[config.mk]
export PLATFORM = sky130hd
export DESIGN_NAME = warp_cmd_decoder
export DESIGN_NICKNAME = d
export VERILOG_FILES = /design/src/rtl/warp_cmd_pkg.sv /design/src/rtl/warp_tok_split.sv /design/src/rtl/warp_seq_ctrl.sv /design/src/rtl/warp_reg_bank.sv /design/src/rtl/warp_cmd_decoder.sv
export SDC_FILE = /design/constraint.sdc
export NUM_CORES = 2
export LEC_CHECK = 0
export ABC_AREA = 1
export ABC_CLOCK_PERIOD_IN_PS = 11170
export BUFFER_PORTS_ARGS = -buffer_cell sky130_fd_sc_hd__buf_2
export CAP_MARGIN = 40
export CORE_UTILIZATION = 55
export DETAILED_ROUTE_END_ITERATION = 7
export GPL_ROUTABILITY_DRIVEN = 1
export PLACE_DENSITY = 0.82
export SLEW_MARGIN = 20
export SYNTH_ARGS = -nofsm -noshare
export SYNTH_HDL_FRONTEND = slang
export SYNTH_SLANG_ARGS = --single-unit
[constraint.sdc]
create_clock -name clk -period 11.17 [get_ports clk]
set_input_delay 1.6755 -clock clk [delete_from_list [all_inputs] [get_ports clk]]
set_output_delay 1.6755 -clock clk [all_outputs]
set_load 0.01 [all_outputs]
[src/rtl/warp_cmd_pkg.sv]
package warp_cmd_pkg;
  // token bit positions (decoded by the producer, so fixed)
  localparam int TOK_W     = 32;
  localparam int CMD_BIT   = 31;
  localparam int RUN_BIT   = 30;
  localparam int ID_LSB    = 25;
  localparam int ID_W      = 5;
  localparam int CFG_VAL_W = 25;
  localparam int DAT_VAL_W = 26;

  localparam int NUM_SLOTS = 27;
  localparam int POS_W     = 4;
  localparam int SCALE_LEN = 3;
  localparam int TETRA_LEN = 10;
  localparam int CORNERS   = 8;

  // slot numbers the sequencer and snapshot depend on
  localparam int SLOT_STATUS  = 0;
  localparam int SLOT_PACKED  = 4;
  localparam int SLOT_SRC     = 7;
  localparam int SLOT_DST     = 11;
  localparam int SLOT_CORNER0 = 15;
  localparam int SLOT_PERF    = 23;
  localparam int SLOT_INTERP  = 24;
  localparam int SLOT_SCAN    = 25;
  localparam int SLOT_MODE    = 26;

  typedef enum logic [1:0] {
    SEQ_IDLE    = 2'd0,
    SEQ_COLLECT = 2'd1,
    SEQ_BUSY    = 2'd2
  } seq_state_e;

  function automatic logic [ID_W-1:0] data_slot(input logic tet, input logic [POS_W-1:0] pos);
    if (tet) begin
      if (int'(pos) < CORNERS) return ID_W'(SLOT_CORNER0 + int'(pos));
      else if (int'(pos) == CORNERS) return ID_W'(SLOT_SRC);
      else return ID_W'(SLOT_DST);
    end else begin
      if (pos == '0) return ID_W'(SLOT_PACKED);
      else if (int'(pos) == 1) return ID_W'(SLOT_SRC);
      else return ID_W'(SLOT_DST);
    end
  endfunction
endpackage

[src/rtl/warp_tok_split.sv]
module warp_tok_split
  import warp_cmd_pkg::*;
#(
  parameter int TW   = TOK_W,
  parameter int IW   = ID_W,
  parameter int VW   = DAT_VAL_W,
  parameter int CW   = CFG_VAL_W
) (
  input  logic [TW-1:0] tok,
  output logic          is_cfg,
  output logic          run_flag,
  output logic [IW-1:0] cfg_id,
  output logic [VW-1:0] cfg_val,
  output logic [VW-1:0] dat_val
);
  assign is_cfg   = tok[CMD_BIT];
  assign run_flag = tok[RUN_BIT];
  assign cfg_id   = tok[ID_LSB +: IW];
  assign cfg_val  = {{(VW-CW){1'b0}}, tok[CW-1:0]};
  assign dat_val  = tok[VW-1:0];
endmodule

[src/rtl/warp_seq_ctrl.sv]
module warp_seq_ctrl
  import warp_cmd_pkg::*;
#(
  parameter int IW = ID_W,
  parameter int PW = POS_W
) (
  input  logic          clk,
  input  logic          rst,
  input  logic          tok_fire,
  input  logic          tok_is_cfg,
  input  logic          cfg_mode,
  input  logic          job_done,
  output logic          busy,
  output logic          job_start,
  output logic [1:0]    state_code,
  output logic [PW-1:0] pos,
  output logic [IW-1:0] slot,
  output logic          seq_last,
  output logic          eff_tet
);
  localparam logic [PW-1:0] SCALE_END = PW'(SCALE_LEN - 1);
  localparam logic [PW-1:0] TETRA_END = PW'(TETRA_LEN - 1);

  seq_state_e    state_q;
  logic [PW-1:0] pos_q;
  logic          tet_q;
  logic          start_q;
  logic          data_fire;

  assign eff_tet    = (state_q == SEQ_IDLE) ? cfg_mode : tet_q;
  assign data_fire  = tok_fire && !tok_is_cfg;
  assign seq_last   = data_fire && (pos_q == (eff_tet ? TETRA_END : SCALE_END));
  assign slot       = data_slot(eff_tet, pos_q);
  assign busy       = (state_q == SEQ_BUSY);
  assign job_start  = start_q;
  assign state_code = state_q;
  assign pos        = pos_q;

  always_ff @(posedge clk) begin
    if (rst) begin
      state_q <= SEQ_IDLE;
      pos_q   <= '0;
      tet_q   <= 1'b0;
      start_q <= 1'b0;
    end else begin
      start_q <= seq_last;
      case (state_q)
        SEQ_IDLE: if (data_fire) begin
          tet_q   <= cfg_mode;
          pos_q   <= PW'(1);
          state_q <= SEQ_COLLECT;
        end
        SEQ_COLLECT: if (data_fire) begin
          if (seq_last) begin
            pos_q   <= '0;
            state_q <= SEQ_BUSY;
          end else begin
            pos_q <= pos_q + PW'(1);
          end
        end
        SEQ_BUSY: if (job_done) state_q <= SEQ_IDLE;
        default: state_q <= SEQ_IDLE;
      endcase
    end
  end

  AST_START_ONE_CYCLE: assert property (@(posedge clk) disable iff (rst)
    job_start |=> !job_start);
  AST_START_WITH_BUSY: assert property (@(posedge clk) disable iff (rst)
    job_start |-> busy);
  AST_BUSY_WAITS: assert property (@(posedge clk) disable iff (rst)
    (busy && !job_done) |=> busy);
  AST_BUSY_RELEASE: assert property (@(posedge clk) disable iff (rst)
    (busy && job_done) |=> !busy);
  AST_NO_TAKE_BUSY: assert property (@(posedge clk) disable iff (rst)
    busy |-> !tok_fire);
  AST_MODE_HELD: assert property (@(posedge clk) disable iff (rst)
    (state_q == SEQ_COLLECT && $past(state_q == SEQ_COLLECT)) |-> $stable(tet_q));
  AST_POS_BOUND: assert property (@(posedge clk) disable iff (rst)
    (state_q == SEQ_COLLECT) |-> (pos_q <= (tet_q ? TETRA_END : SCALE_END)));
endmodule

[src/rtl/warp_reg_bank.sv]
module warp_reg_bank
  import warp_cmd_pkg::*;
#(
  parameter int NS  = NUM_SLOTS,
  parameter int IW  = ID_W,
  parameter int VW  = DAT_VAL_W,
  parameter int RW  = TOK_W,
  parameter int FW  = 10,
  parameter int XW  = 6,
  parameter int NC  = CORNERS
) (
  input  logic           clk,
  input  logic           rst,
  input  logic           wr_en,
  input  logic [IW-1:0]  wr_idx,
  input  logic [VW-1:0]  wr_val,
  input  logic [IW-1:0]  rd_idx,
  input  logic [RW-1:0]  status_word,
  output logic [RW-1:0]  rd_data,
  output logic           mode_bit,
  input  logic           snap_en,
  input  logic           snap_tet,
  input  logic           snap_run,
  input  logic [VW-1:0]  snap_dst,
  output logic           job_tetragon,
  output logic           job_run_flag,
  output logic [VW-1:0]  job_src,
  output logic [VW-1:0]  job_dst,
  output logic [FW-1:0]  job_frac_x,
  output logic [XW-1:0]  job_int_x,
  output logic [FW-1:0]  job_frac_y,
  output logic [NC*VW-1:0] job_corners,
  output logic [1:0]     job_interp,
  output logic           job_scan,
  output logic [1:0]     job_perf
);
  localparam int DEPTH = 1 << IW;
  localparam logic [IW-1:0] LIMIT = IW'(NS);

  logic [VW-1:0] slots_q [DEPTH];
  logic          wr_ok;

  assign wr_ok    = wr_en && (wr_idx != '0) && (wr_idx < LIMIT);
  assign mode_bit = slots_q[SLOT_MODE][0];

  always_ff @(posedge clk) begin
    if (rst) begin
      for (int i = 0; i < DEPTH; i++) slots_q[i] <= '0;
    end else if (wr_ok) begin
      slots_q[wr_idx] <= wr_val;
    end
  end

  always_ff @(posedge clk) begin
    if (rst) begin
      rd_data <= '0;
    end else if (rd_idx == IW'(SLOT_STATUS)) begin
      rd_data <= status_word;
    end else if (rd_idx >= LIMIT) begin
      rd_data <= '0;
    end else begin
      rd_data <= {{(RW-VW){1'b0}}, slots_q[rd_idx]};
    end
  end

  always_ff @(posedge clk) begin
    if (rst) begin
      job_tetragon <= 1'b0;
      job_run_flag <= 1'b0;
      job_src      <= '0;
      job_dst      <= '0;
      job_frac_x   <= '0;
      job_int_x    <= '0;
      job_frac_y   <= '0;
      job_corners  <= '0;
      job_interp   <= '0;
      job_scan     <= 1'b0;
      job_perf     <= '0;
    end else if (snap_en) begin
      job_tetragon <= snap_tet;
      job_run_flag <= snap_run;
      job_src      <= slots_q[SLOT_SRC];
      job_dst      <= snap_dst;
      job_frac_x   <= slots_q[SLOT_PACKED][FW-1:0];
      job_int_x    <= slots_q[SLOT_PACKED][FW+XW-1:FW];
      job_frac_y   <= slots_q[SLOT_PACKED][2*FW+XW-1:FW+XW];
      for (int k = 0; k < NC; k++) job_corners[k*VW +: VW] <= slots_q[SLOT_CORNER0 + k];
      job_interp   <= slots_q[SLOT_INTERP][1:0];
      job_scan     <= slots_q[SLOT_SCAN][0];
      job_perf     <= slots_q[SLOT_PERF][1:0];
    end
  end

  AST_HIGH_SLOT_ZERO: assert property (@(posedge clk) disable iff (rst)
    ($past(rd_idx) >= LIMIT) |-> (rd_data == '0));
  AST_SNAP_DST: assert property (@(posedge clk) disable iff (rst)
    snap_en |=> (job_dst == $past(snap_dst)));
endmodule

[src/rtl/warp_cmd_decoder.sv]
module warp_cmd_decoder
  import warp_cmd_pkg::*;
#(
  parameter int TW = TOK_W,
  parameter int IW = ID_W,
  parameter int VW = DAT_VAL_W,
  parameter int CW = CFG_VAL_W,
  parameter int NS = NUM_SLOTS,
  parameter int FW = 10,
  parameter int XW = 6,
  parameter int NC = CORNERS,
  parameter int PW = POS_W
) (
  input  logic             clk,
  input  logic             rst,
  input  logic             tok_valid,
  output logic             tok_ready,
  input  logic [TW-1:0]    tok_data,
  input  logic             job_done,
  input  logic [IW-1:0]    rd_idx,
  output logic [TW-1:0]    rd_data,
  output logic             busy,
  output logic             job_start,
  output logic             job_tetragon,
  output logic             job_run_flag,
  output logic [VW-1:0]    job_src,
  output logic [VW-1:0]    job_dst,
  output logic [FW-1:0]    job_frac_x,
  output logic [XW-1:0]    job_int_x,
  output logic [FW-1:0]    job_frac_y,
  output logic [NC*VW-1:0] job_corners,
  output logic [1:0]       job_interp,
  output logic             job_scan,
  output logic [1:0]       job_perf
);
  localparam int OPY_W = 14;

  logic          is_cfg, run_flag, tok_fire, mode_bit;
  logic          seq_last, eff_tet;
  logic [IW-1:0] cfg_id, slot, wr_idx;
  logic [VW-1:0] cfg_val, dat_val, wr_val;
  logic [1:0]    state_code;
  logic [PW-1:0] pos;
  logic [TW-1:0] status_word;

  assign tok_ready   = !busy;
  assign tok_fire    = tok_valid && tok_ready;
  assign wr_idx      = is_cfg ? cfg_id : slot;
  assign wr_val      = is_cfg ? cfg_val : dat_val;
  assign status_word = {{(TW-OPY_W-2){1'b0}}, {(OPY_W-PW){1'b0}}, pos, state_code};

  warp_tok_split #(.TW(TW), .IW(IW), .VW(VW), .CW(CW)) u_split (
    .tok(tok_data), .is_cfg(is_cfg), .run_flag(run_flag),
    .cfg_id(cfg_id), .cfg_val(cfg_val), .dat_val(dat_val)
  );

  warp_seq_ctrl #(.IW(IW), .PW(PW)) u_seq (
    .clk(clk), .rst(rst), .tok_fire(tok_fire), .tok_is_cfg(is_cfg),
    .cfg_mode(mode_bit), .job_done(job_done), .busy(busy),
    .job_start(job_start), .state_code(state_code), .pos(pos),
    .slot(slot), .seq_last(seq_last), .eff_tet(eff_tet)
  );

  warp_reg_bank #(.NS(NS), .IW(IW), .VW(VW), .RW(TW), .FW(FW), .XW(XW), .NC(NC)) u_bank (
    .clk(clk), .rst(rst), .wr_en(tok_fire), .wr_idx(wr_idx), .wr_val(wr_val),
    .rd_idx(rd_idx), .status_word(status_word), .rd_data(rd_data),
    .mode_bit(mode_bit), .snap_en(seq_last), .snap_tet(eff_tet),
    .snap_run(run_flag), .snap_dst(dat_val),
    .job_tetragon(job_tetragon), .job_run_flag(job_run_flag),
    .job_src(job_src), .job_dst(job_dst), .job_frac_x(job_frac_x),
    .job_int_x(job_int_x), .job_frac_y(job_frac_y), .job_corners(job_corners),
    .job_interp(job_interp), .job_scan(job_scan), .job_perf(job_perf)
  );
endmodule

=== After elaboration in Yosys (flattened, before gate mapping) ===
Memories as Yosys holds them, arrays and structs flattened. A register that Yosys moved wholly into a read port is not among the register bits.
Index checks and enable logic that the tools add are counted.

* Magnitude comparators: 3
* Bitwise gates (word level): 0
* Multiplexer cells: 28
* Add/subtract/negate cells: 2
* Equality and inequality tests: 9
* Multiply operators: 0
* Reduce and logical (&&, ||, !) cells: 18
* Shifts and indexed selects: 0
* Div/mod/pow operators: 0

{| class="wikitable"
|+ Operators with widths
! cell !! count
|-
| two-way mux 26 bit || 2
|-
| OR reduction 26 bit || 1
|-
| two-way mux 5 bit || 5
|-
| two-way mux 4 bit || 6
|-
| two-way mux 6 bit || 2
|-
| two-way mux 2 bit || 4
|-
| one-hot mux 4 bit (2 select lines) || 1
|-
| two-way mux 1 bit || 7
|-
| one-hot mux 2 bit (3 select lines) || 1
|-
| adder 4 x 4 -> 5 bit (first input constant) || 1
|-
| >= comparator 5 bit (second input constant) || 1
|-
| logical AND 1 bit || 5
|-
| zero test 5 bit || 1
|-
| < comparator 5 bit (second input constant) || 1
|-
| nonzero test 5 bit || 1
|-
| adder 4 x 1 -> 4 bit (second input constant) || 1
|-
| equality test 4 x 2 -> 1 bit (second input constant) || 1
|-
| equality test 4 bit || 1
|-
| equality test 4 bit (second input constant) || 1
|-
| zero test 4 bit || 1
|-
| < comparator 4 bit (second input constant) || 1
|-
| != test 2 x 1 -> 1 bit (second input constant) || 2
|-
| != test 2 bit (second input constant) || 2
|-
| AND reduction 4 bit || 1
|-
| 9 further kinds || 10
|}

* Latch bits: 0
* Memory bits (read-only): 0
* Memories: 1
* Bits in writable memories: 832
* Register bits after elaboration: 68
* Output and inout bits: 328
* Bits of input ports: 41
* Logic and storage cells: 71

{| class="wikitable"
|+ Memory list
! name !! words !! width !! rd ports !! clocked after memory_dff !! write ports !! RTL line !! text
|-
| u_bank.slots_q || 32 || 26 || 15 || 13 || 32 || warp_reg_bank.sv:40 || <nowiki>logic [VW-1:0] slots_q [DEPTH];</nowiki>
|}

=== Logic depth before layout (Yosys ltp) ===
* Depth in word-level cells: 13
* Mapped depth: 16
* Gate-level depth less buffers: 14

=== Modules after synthesis ===
A second synthesis with hierarchy kept.

* Cell total of the unflattened synthesis: 5,544
* Area, all modules: 49,982.9 um^2

{| class="wikitable"
|+ By module, submodules not included
! module !! cells an instance !! sequential area each (um^2) !! area an instance (um^2) !! instances
|-
| warp_reg_bank || 5,289 || 31,490.2 || 48,551.6 || 1
|-
| warp_seq_ctrl || 91 || 160.2 || 586.8 || 1
|-
| warp_tok_split || 60 || 0.0 || 446.7 || 1
|-
| warp_cmd_decoder || 104 || 0.0 || 397.9 || 1
|}

=== Worst setup path before layout ===
No wires, ideal clock.

* Path type: in2reg
* Start point: input rst
* End point: memory u_bank.slots_q[10][0] (netlist name), enable pin
* Library setup time: 0.445 ns
* Required time: 10.725 ns
* Buffers on the path: 3
* Stages on the path: 6
* Setup slack: 6.118 ns
* Arrival time: 4.607 ns
* Cell sequence: clkbuf_1 -> nor2_1 -> nand3_4 -> buf_6 -> buf_2 -> o21ai_0

{| class="wikitable"
|+ RTL lines
! what !! RTL line !! text
|-
| from (decl) || warp_cmd_decoder.sv:15 || <nowiki>input logic rst,</nowiki>
|-
| to (decl) || warp_reg_bank.sv:40 ||
|}

=== Worst setup path in the final report ===
* Start point: input rd_idx[2]
* End point: register u_bank.rd_data[16]

* Longest elaborated chain between the ends: 2
* Elaborated cells on any way between the ends: 4
* Those cells by class: 1 x order compare; 2 x reduce/logical; 1 x memory

{| class="wikitable"
|+ Ends and longest elaborated chain
! what !! RTL line !! text
|-
| from (decl) || warp_cmd_decoder.sv:20 || <nowiki>input logic [IW-1:0] rd_idx,</nowiki>
|-
| >= comparator 5 bit / zero test 5 bit (equally long branches) || warp_reg_bank.sv:59, warp_reg_bank.sv:57 ||
|-
| OR reduction 3 bit (no line) || - ||
|-
| to (signal assigned) || warp_reg_bank.sv:58 || <nowiki>rd_data <= status_word;</nowiki>
|-
| to (signal assigned) || warp_reg_bank.sv:62 || <nowiki>rd_data <= {{(RW-VW){1'b0}}, slots_q[rd_idx]};</nowiki>
|-
| to (decl) || warp_reg_bank.sv:19 || <nowiki>output logic [RW-1:0] rd_data,</nowiki>
|}

Parallel ways exist; a longest one is shown, timed or not.
A chain may end at the register's enable or synchronous reset.

==> out/metrics.csv <==
metric,value,unit
Fillers,6493,
clock skew,0.0225,ns
# Post-CTS Setup Buffers,0,
GP Congestion,0.931,
Core Box Area,87300,sq um
CP peak stage delay,0.64,ns
GRT Resource Usage Total,0.342,
PortBufs,362,
Worst Tran Pin Value,0.906,ns
Post-DP Area,51900,sq um
Internal,7.12,mW
CTS Hold Bufs,0,
Final Max Tran Viols,0,
Worst Path Arrival,5.87,ns
yosys warns,0,
Die X,300,microns
Routed WL per cell,25.0,microns
Synth Cell Area,48800,sq um
failing checks,DRC,
Required @ worst endpoint,11.73,ns
design area,55800,sq um
TritonCTS clock tree,done,
hold slack,0.500,ns
area grow syn2layout,14.3,%
part of the power in the clock network,0.393,
"CTS clk-pin slew, worst paths",0.06,ns
Post-DRT Antenna Nets,0,
peak supply drop,148,uV
final core utilization,0.639,
crit path buf inv count,5,
row count,108,
CP dominant cell by count,buf_4,
register share of total power,0.513,
family with the most delay on the worst path,buffers and inverters,
max_cap viols,0,
CP startpoint kind,input pin,
pwr dens,171,nW/um^2
DPL Wire Length,97.5,mm
Worst Path Max Fanout,50,
Hold WC Path Type,flop to flop,
die area,90000,sq um
Via density,6.31,
Final Total Pwr,9.55,mW
post_cts resized,0,
global route overflow,0,
max_slew headroom,0.396,
Worst-Skew Late Latency,0.70,ns
Syn Inst Count,4769,
synth unique cells,45,
Routed WL,159,mm
Die Span Y,300,microns
setup TNS,0,ns
DRC violation count after routing,1,
vias in the first global route,37420,
final hold violations,0,
CTS Sinks,1159,
drt pass-1 iters,8,
status,finished with violations,
fin crit share,0.475,
Max Root-Sink Buffers,3,
Sw Ratio,0.255,
syn avg cell area,10.2,sq um
RSZ-0062 raised after global routing,false,
critical-path cell list,buf_4 -> inv_1 -> nand2_2 -> buf_4 -> inv_1 -> buf_4 -> nand3_1 -> nand3_1 -> a22oi_1 -> nand2_1 -> nor2_1,
# nets final,5124,
CTS buffer count,112,
register area share after synthesis,0.646,
Root Buffer,clkbuf_16,
share of cells above drive strength 1,0.164,
Crit-path slowest cell,a22oi_1,
I/O pin cnt,369,
Setup crit end kind,flop,
Setup Viol. Count Final,0,
Net Sw Power,2.43,mW
minimum clock period,5.31,ns
largest net degree at the start of global routing,134,
Peak Freq,0.188,GHz
Via Count,39982,
number of antenna violations at the first check in global routing,4,
DRT iter0 DRCs,6189,
starting density of the core,0.559,
worst setup path class,input pin to flop,
logic gate share of total power,0.093,
global-route wire length before repair,231,mm
Leak,21.3,nW
#FFs+latches synth,1159,
H-tree depth,3,
-- metrics by stage --
stage	setup slack, ns	std cells
finish	5.86	6335
global route	6.01	6331
CTS	6.25	6321
detailed placement	5.58	6110
global placement	5.63	6097
floorplan	6.12	4939
-- cell usage after synthesis (all sizes together) --
library cell / instances / area share
a211oi: 8 / 0.0012
a21oi: 148 / 0.016
a22oi: 6 / 0.00092
a311oi: 2 / 0.00036
a31oi: 13 / 0.0017
a32o: 1 / 0.00020
and3: 1 / 0.00013
buf: 130 / 0.015
clkbuf: 326 / 0.025
clkinv: 28 / 0.0022
conb: 1 / 0.000077
dfxtp: 327 / 0.13
edfxtp: 832 / 0.51
ha: 4 / 0.0010
inv: 112 / 0.0086
mux2i: 1 / 0.00020
nand2: 480 / 0.038
nand3: 200 / 0.021
nand4: 32 / 0.0048
nor2: 728 / 0.057
nor3: 669 / 0.080
nor4: 2 / 0.00038
o2111ai: 13 / 0.0023
o211ai: 38 / 0.0058
o21ai: 594 / 0.061
o221ai: 58 / 0.010
o22ai: 10 / 0.0013
o311ai: 1 / 0.00018
o31ai: 1 / 0.00015
or2: 3 / 0.00038
-- power by group through the flow --
stage / registers, mW / clock network (mW) / logic, mW
4_1_cts: 4.90 / 3.74 / 0.850
3_5_place_dp: 4.99 / 0 / 0.843
6_report: 4.90 / 3.75 / 0.891
2_1_floorplan: 4.98 / 0 / 0.488
5_1_grt: 4.91 / 3.91 / 0.932
3_3_place_gp: 4.98 / 0 / 0.818
-- layout make-up --
cell class | count | area, sq um | share of cell area
antenna | 4 | 10.0 | 0.000179
tap | 1155 | 1450 | 0.0259
clock buffer | 163 | 3240 | 0.0581
multi-input combinational | 3184 | 15600 | 0.279
timing repair buffer | 482 | 3050 | 0.0547
sequential | 1159 | 31500 | 0.565
inverter | 140 | 546 | 0.00977
clock inverter | 48 | 387 | 0.00693
-- layer usage --
metal  track usage  wire length [microns]  vias up
met5             0                     13        -
met4         0.267                  14000        2
met3        0.0726                  18800      696
met2         0.534                  72900     3047
met1         0.415                  52800    18944
li1              -                      -    17293
-- kinds of logic (layout without fill, tap and decap cells) --
logic type / Yosys count / count (layout) / share of synthesized area
other cells: 1 / 175 / 0.0000768
flops: 1159 / 1159 / 0.646
simple gates: 2115 / 2115 / 0.201
fa+ha+maj: 4 / 4 / 0.00102
buf+inv: 596 / 833 / 0.0509
mux: 1 / 1 / 0.000205
compound gates: 893 / 893 / 0.101
-- final timing paths --
check                                        from                              endpoint  slack [ns]  depth (start not counted)
max reg2reg             u_seq.pos[0]$_SDFFE_PP0P_  u_bank.slots_q[11][12]$_SDFFCE_PN0P_        6.47                         14
min reg2reg  u_bank.slots_q[20][21]$_SDFFCE_PN0P_         job_corners[151]$_SDFFE_PP0P_        0.50                          2
max                                     rd_idx[2]         u_bank.rd_data[16]$_SDFF_PP0_        5.86                         11
min          u_bank.slots_q[20][21]$_SDFFCE_PN0P_         job_corners[151]$_SDFFE_PP0P_        0.50                          2
-- state kept, by name, indices dropped and copies added, names as in the netlist --
signal and flops:
job_corners 208, job_frac_x 10, job_frac_y 10, job_int_x 6, job_interp 2, job_perf 2
job_scan 1, job_src 26, u_bank.job_dst 26, u_bank.job_run_flag 1, u_bank.job_tetragon 1, u_bank.rd_data 26
u_bank.slots_q 832, u_seq.job_start 1, u_seq.pos 4, u_seq.state_code 2, u_seq.tet_q 1
-- tightest hold or removal path, cell delays in order, from the launching register on --
cell      delay [ns]
edfxtp_1        0.34
nor2_1          0.05
nor2_1          0.08
-- layout by cell type (no fill, tap or decap), types with 58 or more instances in the layout --
cell type	n
nor2_1	719
buf_2	358
o21ai_0	568
nor3_2	116
a21oi_1	145
clkbuf_16	113
nand3_1	199
nor3_1	553
o221ai_1	58
nand2_1	466
buf_4	99
edfxtp_1	832
conb_1	171
dfxtp_1	327
inv_1	103
(Power assumes the default switching activity.)
